File: src/rtl/twbus_pkg.sv
package twbus_pkg;

  typedef enum logic [2:0] {
    ST_IDLE,   // waiting for a start
    ST_RECV,   // shifting in an address or write word
    ST_ACK,    // driving our acknowledge
    ST_SEND,   // driving read data
    ST_MACK,   // listening to the master acknowledge slot
    ST_MOK     // master acknowledged, wait for clock low
  } tw_state_e;

endpackage

File: src/rtl/twbus_sampler.sv
module twbus_sampler #(
  parameter int unsigned STAGES = 2
) (
  input  logic clk,
  input  logic rst_n,
  input  logic scl_i,
  input  logic sda_i,
  output logic scl_hi,
  output logic sda_hi,
  output logic scl_rise,
  output logic scl_fall,
  output logic start_det,
  output logic stop_det
);

  localparam int unsigned LINES = 2;

  logic [LINES-1:0] pins;
  logic [LINES-1:0] synced;
  logic [LINES-1:0] prev_q;

  assign pins = {sda_i, scl_i};

  genvar g;
  generate
    for (g = 0; g < LINES; g++) begin : g_line
      logic [STAGES-1:0] chain_q;
      always_ff @(posedge clk or negedge rst_n) begin
        if (!rst_n) chain_q <= '1;
        else        chain_q <= {chain_q[STAGES-2:0], pins[g]};
      end
      assign synced[g] = chain_q[STAGES-1];
    end
  endgenerate

  always_ff @(posedge clk or negedge rst_n) begin
    if (!rst_n) prev_q <= '1;
    else        prev_q <= synced;
  end

  assign scl_hi    = synced[0];
  assign sda_hi    = synced[1];
  assign scl_rise  = synced[0] & ~prev_q[0];
  assign scl_fall  = ~synced[0] & prev_q[0];
  // Data edges qualify only when the clock was high on both samples.
  assign start_det = synced[0] & prev_q[0] & prev_q[1] & ~synced[1];
  assign stop_det  = synced[0] & prev_q[0] & ~prev_q[1] & synced[1];

endmodule

File: src/rtl/twbus_ctrl.sv
module twbus_ctrl
  import twbus_pkg::*;
#(
  parameter int unsigned BYTE_W   = 8,
  parameter int unsigned DEV_ADDR = 'h2A
) (
  input  logic              clk,
  input  logic              rst_n,
  input  logic              scl_hi,
  input  logic              sda_hi,
  input  logic              scl_rise,
  input  logic              scl_fall,
  input  logic              start_det,
  input  logic              stop_det,
  input  logic              wr_busy,
  input  logic [BYTE_W-1:0] tx_byte,
  output logic              tx_next,
  output logic              sda_oe,
  output logic              sda_o,
  output logic [BYTE_W-1:0] rx_byte,
  output logic              rx_strobe
);

  localparam int unsigned CNT_W  = $clog2(BYTE_W + 1);
  localparam int unsigned ADDR_W = BYTE_W - 1;
  localparam logic [CNT_W-1:0] FULL = CNT_W'(BYTE_W);

  tw_state_e         state_q, state_d;
  logic [CNT_W-1:0]  cnt_q, cnt_d;
  logic [BYTE_W-1:0] shr_q, shr_d;
  logic [BYTE_W-1:0] rxb_q, rxb_d;
  logic              addr_ph_q, addr_ph_d;
  logic              rd_q, rd_d;
  logic              oe_q, oe_d;
  logic              dout_q, dout_d;
  logic              rxs_q, rxs_d;
  logic              txn_q, txn_d;
  logic              det_en;

  // Bus conditions count only when the line is ours to listen to.
  assign det_en = !oe_q && !wr_busy;

  always_comb begin
    state_d   = state_q;
    cnt_d     = cnt_q;
    shr_d     = shr_q;
    rxb_d     = rxb_q;
    addr_ph_d = addr_ph_q;
    rd_d      = rd_q;
    oe_d      = oe_q;
    dout_d    = dout_q;
    rxs_d     = 1'b0;
    txn_d     = 1'b0;
    if (det_en && stop_det) begin
      state_d = ST_IDLE;
    end else if (det_en && start_det) begin
      state_d   = ST_RECV;
      cnt_d     = '0;
      addr_ph_d = 1'b1;
    end else begin
      case (state_q)
        ST_RECV: begin
          if (scl_rise && cnt_q != FULL) begin
            shr_d = {shr_q[BYTE_W-2:0], sda_hi};
            cnt_d = cnt_q + CNT_W'(1);
          end else if (scl_fall && cnt_q == FULL) begin
            if (addr_ph_q) begin
              if (shr_q[BYTE_W-1:1] == ADDR_W'(DEV_ADDR)) begin
                state_d = ST_ACK;
                oe_d    = 1'b1;
                dout_d  = 1'b0;
                rd_d    = shr_q[0];
              end else begin
                state_d = ST_IDLE;
              end
            end else begin
              rxb_d   = shr_q;
              rxs_d   = 1'b1;
              state_d = ST_ACK;
              oe_d    = 1'b1;
              dout_d  = 1'b0;
            end
          end
        end
        ST_ACK: begin
          if (scl_fall) begin
            addr_ph_d = 1'b0;
            cnt_d     = '0;
            if (rd_q) begin
              shr_d   = tx_byte;
              txn_d   = 1'b1;
              dout_d  = tx_byte[BYTE_W-1];
              state_d = ST_SEND;
            end else begin
              oe_d    = 1'b0;
              state_d = ST_RECV;
            end
          end
        end
        ST_SEND: begin
          if (scl_rise) begin
            cnt_d = cnt_q + CNT_W'(1);
          end else if (scl_fall) begin
            if (cnt_q == FULL) begin
              oe_d    = 1'b0;
              state_d = ST_MACK;
            end else begin
              shr_d  = {shr_q[BYTE_W-2:0], 1'b0};
              dout_d = shr_q[BYTE_W-2];
            end
          end
        end
        ST_MACK: begin
          if (scl_rise) state_d = sda_hi ? ST_IDLE : ST_MOK;
        end
        ST_MOK: begin
          if (scl_fall) begin
            cnt_d   = '0;
            shr_d   = tx_byte;
            txn_d   = 1'b1;
            dout_d  = tx_byte[BYTE_W-1];
            oe_d    = 1'b1;
            state_d = ST_SEND;
          end
        end
        default: state_d = ST_IDLE;
      endcase
    end
  end

  always_ff @(posedge clk or negedge rst_n) begin
    if (!rst_n) begin
      state_q   <= ST_IDLE;
      cnt_q     <= '0;
      shr_q     <= '0;
      rxb_q     <= '0;
      addr_ph_q <= 1'b0;
      rd_q      <= 1'b0;
      oe_q      <= 1'b0;
      dout_q    <= 1'b1;
      rxs_q     <= 1'b0;
      txn_q     <= 1'b0;
    end else begin
      state_q   <= state_d;
      cnt_q     <= cnt_d;
      shr_q     <= shr_d;
      rxb_q     <= rxb_d;
      addr_ph_q <= addr_ph_d;
      rd_q      <= rd_d;
      oe_q      <= oe_d;
      dout_q    <= dout_d;
      rxs_q     <= rxs_d;
      txn_q     <= txn_d;
    end
  end

  assign sda_oe    = oe_q;
  assign sda_o     = dout_q;
  assign rx_byte   = rxb_q;
  assign rx_strobe = rxs_q;
  assign tx_next   = txn_q;

  AST_IDLE_QUIET: assert property (@(posedge clk) disable iff (!rst_n)
    state_q == ST_IDLE |-> !oe_q);
  AST_ACK_LOW: assert property (@(posedge clk) disable iff (!rst_n)
    state_q == ST_ACK |-> (oe_q && !dout_q));
  AST_STROBE_PULSE: assert property (@(posedge clk) disable iff (!rst_n)
    rxs_q |=> !rxs_q);
  AST_TXNEXT_PULSE: assert property (@(posedge clk) disable iff (!rst_n)
    txn_q |=> !txn_q);
  AST_SEND_STABLE: assert property (@(posedge clk) disable iff (!rst_n)
    (state_q == ST_SEND && $past(state_q == ST_SEND) && scl_hi && $past(scl_hi))
      |-> $stable(dout_q));
  AST_DRIVE_HOLDS: assert property (@(posedge clk) disable iff (!rst_n)
    oe_q |=> state_q != ST_IDLE);
  AST_BUSY_BLOCKS: assert property (@(posedge clk) disable iff (!rst_n)
    (wr_busy && state_q == ST_IDLE) |=> state_q == ST_IDLE);

endmodule

File: src/rtl/twbus_slave_fe.sv
module twbus_slave_fe #(
  parameter int unsigned BYTE_W      = 8,
  parameter int unsigned DEV_ADDR    = 'h2A,
  parameter int unsigned SYNC_STAGES = 2
) (
  input  logic              clk,
  input  logic              rst_n,
  input  logic              scl_i,
  input  logic              sda_i,
  output logic              sda_oe,
  output logic              sda_o,
  input  logic              wr_busy,
  input  logic [BYTE_W-1:0] tx_byte,
  output logic              tx_next,
  output logic [BYTE_W-1:0] rx_byte,
  output logic              rx_strobe
);

  logic scl_hi, sda_hi, scl_rise, scl_fall, start_det, stop_det;

  twbus_sampler #(.STAGES(SYNC_STAGES)) u_sampler (
    .clk       (clk),
    .rst_n     (rst_n),
    .scl_i     (scl_i),
    .sda_i     (sda_i),
    .scl_hi    (scl_hi),
    .sda_hi    (sda_hi),
    .scl_rise  (scl_rise),
    .scl_fall  (scl_fall),
    .start_det (start_det),
    .stop_det  (stop_det)
  );

  twbus_ctrl #(.BYTE_W(BYTE_W), .DEV_ADDR(DEV_ADDR)) u_ctrl (
    .clk       (clk),
    .rst_n     (rst_n),
    .scl_hi    (scl_hi),
    .sda_hi    (sda_hi),
    .scl_rise  (scl_rise),
    .scl_fall  (scl_fall),
    .start_det (start_det),
    .stop_det  (stop_det),
    .wr_busy   (wr_busy),
    .tx_byte   (tx_byte),
    .tx_next   (tx_next),
    .sda_oe    (sda_oe),
    .sda_o     (sda_o),
    .rx_byte   (rx_byte),
    .rx_strobe (rx_strobe)
  );

endmodule

File: config.mk
export PLATFORM = sky130hd
export DESIGN_NAME = twbus_slave_fe
export DESIGN_NICKNAME = d
export VERILOG_FILES = /design/src/rtl/twbus_pkg.sv /design/src/rtl/twbus_sampler.sv /design/src/rtl/twbus_ctrl.sv /design/src/rtl/twbus_slave_fe.sv
export SDC_FILE = /design/constraint.sdc
export NUM_CORES = 1
export LEC_CHECK = 0
export ABC_AREA = 1
export BUFFER_PORTS_ARGS = -buffer_cell sky130_fd_sc_hd__buf_4
export CAP_MARGIN = 10
export CORE_AREA = 2 2 78 80
export DETAILED_ROUTE_END_ITERATION = 6
export DIE_AREA = 0 0 80 82
export HOLD_SLACK_MARGIN = 0.1
export PLACE_DENSITY_LB_ADDON = 0.3
export SYNTH_ARGS = -nofsm -noshare
export SYNTH_HDL_FRONTEND = slang
export SYNTH_HIERARCHICAL = 1
export SYNTH_SLANG_ARGS = --single-unit
File: constraint.sdc
create_clock -name clk -period 2 [get_ports clk]
set_input_delay 0 -clock clk [delete_from_list [all_inputs] [get_ports clk]]
set_output_delay 0 -clock clk [all_outputs]
set_load 0.1 [all_outputs]
==> results.json <==
{
  "outcome": "complete, no violations",
  "holdWs_ns": 0.2047,
  "synth_cell_type_count": 35,
  "synth_top_family_by_area": "simple AND/OR/NAND/NOR gates",
  "layout_min_cycle_time_ns": 1.808,
  "yosysTopAreaCellShare": 0.3148,
  "final_util": 0.4737,
  "pwr-share-seq": 0.415,
  "worst_slew_pin_slew_ns": 0.5252,
  "drc_errors": 0,
  "post_cts_buffers": 0,
  "p_sw_uw": 890.6,
  "path_class": "flip-flop to flip-flop",
  "grt_pass1_vias": 1766,
  "rsz0062_at_grt": "no",
  "crit_required_ns": 2.17,
  "start_util": 0.3874,
  "portBuffers": 24,
  "routed_wl_mm": 5.127,
  "critPathLaunchType": "flip-flop",
  "ys_seq_area_frac": 0.3974,
  "cts_sinks": 35,
  "num_antenna_cells": 0,
  "io_pins": 25,
  "drv_slew": 0,
  "synth_compound_area_frac": 0.1085,
  "cts_buffer_depth": 2,
  "skew_ns": 0.009966,
  "hold_class": "primary input to asynchronous set/reset pin",
  "grt_start_max_net_pins": 36,
  "antenna_found_initial": 0,
  "drt-initial-drc-count": 168,
  "synthMuxAreaShare": 0,
  "clk-insertion-delay-late_ns": 0.29,
  "fin_setup_tns_ns": 0,
  "netlist_area_mm2": 0.002226,
  "synth_cells": 283,
  "num_rows": 28,
  "p_int_uw": 1536,
  "synth.net_count": 298,
  "synthSimpleGateAreaFrac": 0.3873,
  "ys_ff_latch": 35,
  "worst-path-max-fanout": 16,
  "fmax_mhz": 553.0,
  "ys.flop_type": "dfrtp_1",
  "core-area_mm2": 0.005746,
  "powerDensity_mw_per_mm2": 891.6,
  "die_y_um": 82,
  "p_comb_frac": 0.315,
  "p_leak_uw": 0.001397,
  "gp_congestion": 0.9170,
  "synth_top_area_cell": "dfrtp_1",
  "yosys-top-cells-count": "nand2_1, dfrtp_1, nor2_1",
  "clk_pin_slew_worst_paths_ns": 0.07,
  "nNetsFinal": 339,
  "drive_gt1_frac": 0.2985,
  "die_x_um": 80,
  "dp_hpwl_mm": 3.883,
  "synth-xor-area-share": 0.007870,
  "htreeDepth": 2,
  "finalSetupViolCount": 0,
  "period_share": 0.9042,
  "first_pass_iters": 4,
  "grt_pass1_wl_mm": 8.376,
  "synth_edf_count": 0,
  "cts_tree": "built",
  "synth.avg_cell_area_um2": 7.865,
  "grt.total_usage": 0.1645,
  "via_count": 1913,
  "end_kind": "flip-flop",
  "synth_area_leaders": "dfrtp_1, nand2_1, dfstp_2",
  "syn_to_final_growth_pct": 22.26,
  "p_clk_frac": 0.270,
  "arrival_ns": 1.98,
  "synth.most_common_cell": "nand2_1",
  "clockRootBuffer": "clkbuf_8",
  "async_flop_share": 1.000,
  "cts_buffers": 5,
  "maxSlewHeadroom": 0.6499,
  "avgViaCountPerCell": 4.783,
  "synth_fa_ha_area_frac": 0.01124,
  "grt.overflow.total": 0,
  "drtAntennaViolNets": 0,
  "yosys_warnings": 6,
  "switching_share": 0.3670,
  "finalHoldViolations": 0,
  "maxCapViolCount": 0,
  "die_area_mm2": 0.006560,
  "wl_per_cell_um": 12.82,
  "ir_drop_uv": 494.7
}
-- path summary, 6_finish.rpt --
kind / startpoint / to / slack [ns] / cells past startpoint
setup / recovery: u_sampler/prev_q[0] / u_ctrl/shr_q[5] / 0.19 / 9
hold / removal: rst_n / u_ctrl/tx_next / 0.20 / 2
setup reg to reg: u_sampler/prev_q[0] / u_ctrl/shr_q[5] / 0.19 / 9
hold reg to reg: u_sampler/g_line[0].chain_q[0] / u_sampler/g_line[0].chain_q[1] / 0.36 / 0
max in group asynchronous: rst_n / u_ctrl/sda_o / 1.44 / 2
min in group clk: wr_busy / u_ctrl/addr_ph_q / 0.23 / 4
-- registers in the layout (all words and copies together), names as in the netlist --
name                      cells
u_ctrl/sda_oe                 1
u_ctrl/cnt_q                  4
u_ctrl/rd_q                   1
u_ctrl/shr_q                  8
u_ctrl/rx_byte                8
u_ctrl/sda_o                  1
u_ctrl/state_q                3
u_ctrl/addr_ph_q              1
u_ctrl/tx_next                1
u_ctrl/rx_strobe              1
u_sampler/g_line.chain_q      4
u_sampler/prev_q              2
-- logic make-up (layout without fill, tap and decap cells) --
kind of cell | Yosys count | count (layout)
buffers and inverters | 39 | 81
adder cells (fa/ha/maj) | 2 | 2
flip-flops | 35 | 35
AND/OR/NAND/NOR | 172 | 172
AO/OA/AOI/OAI | 33 | 33
XOR/XNOR | 2 | 2
-- layout by cell type (no fill, tap or decap), types with 2 or more instances in the layout --
cell,instances
nor2_1,26
nand2_4,5
nand3_1,25
inv_2,3
nor2_2,3
or2_2,3
ha_1,2
dfstp_2,7
nand2_1,84
nand2_2,6
dlygate4sd3_1,11
inv_4,2
dfrtp_1,27
nand3_2,2
o21ai_1,7
inv_1,26
nor2_4,4
nand3_4,3
o21ai_2,14
a21oi_1,4
buf_4,30
clkbuf_8,6
nor3_1,3
nand4_1,5
o21ai_0,4
-- critical path: stages (launching register included) --
cell	delay [ns]
dfstp_2	0.54
inv_1	0.05
nor2_2	0.21
inv_2	0.15
nand3_1	0.12
nand2_2	0.07
nor2_4	0.13
nand3_4	0.22
nand2_1	0.14
o21ai_2	0.06
-- metal layers --
| metal | share of wire | global-route usage | wire (um) | vias to the layer above |
|---|---|---|---|---|
| met4 | 0.013 | 0.06271 | 65 | 0 |
| li1 | - | - | - | 990 |
| met3 | 0.030 | 0.02308 | 154 | 6 |
| met2 | 0.47 | 0.2633 | 2425 | 34 |
| met1 | 0.48 | 0.2258 | 2481 | 883 |
| met5 | 0 | 0 | 0 | - |
-- through the flow --
stage	power, uW	setup slack, ns	area, um2	cells
6_report	2426	0.1916	2721	400
3_3_place_gp	1754	0.07155	2484	381
5_1_grt	2585	0.05192	2721	400
4_1_cts	2457	0.05581	2711	400
2_1_floorplan	1577	0.2964	2227	283
3_5_place_dp	1764	0.07283	2484	381
-- power by group through the flow --
stage | Sequential, uW | Clock [uW] | Combinational [uW]
after floorplan | 1140 | 0 | 432
after global placement | 1020 | 0 | 739
after detailed placement | 1020 | 0 | 745
after CTS | 1010 | 685 | 766
after global routing | 1030 | 713 | 845
final | 1010 | 656 | 764
-- timing repair --
| action | in CTS | in global routing |
|---|---|---|
| resized for setup | 0 | 2 |
| hold buffers | 11 | 0 |
| endpoints found under the hold margin | 45 | 0 |
| setup endpoints to repair | 0 | 12 |
-- layout make-up --
| class | count | area, um2 |
|---|---|---|
| inverter | 32 | 132.6 |
| timing repair buffer | 41 | 335.3 |
| multi-input combinational | 209 | 1156 |
| sequential | 35 | 885.9 |
| fill | 618 | 3024 |
| tap | 75 | 93.84 |
| clock inverter | 2 | 35.03 |
| clock buffer | 6 | 82.58 |
Note: power is estimated with default switching activity, not from simulation.
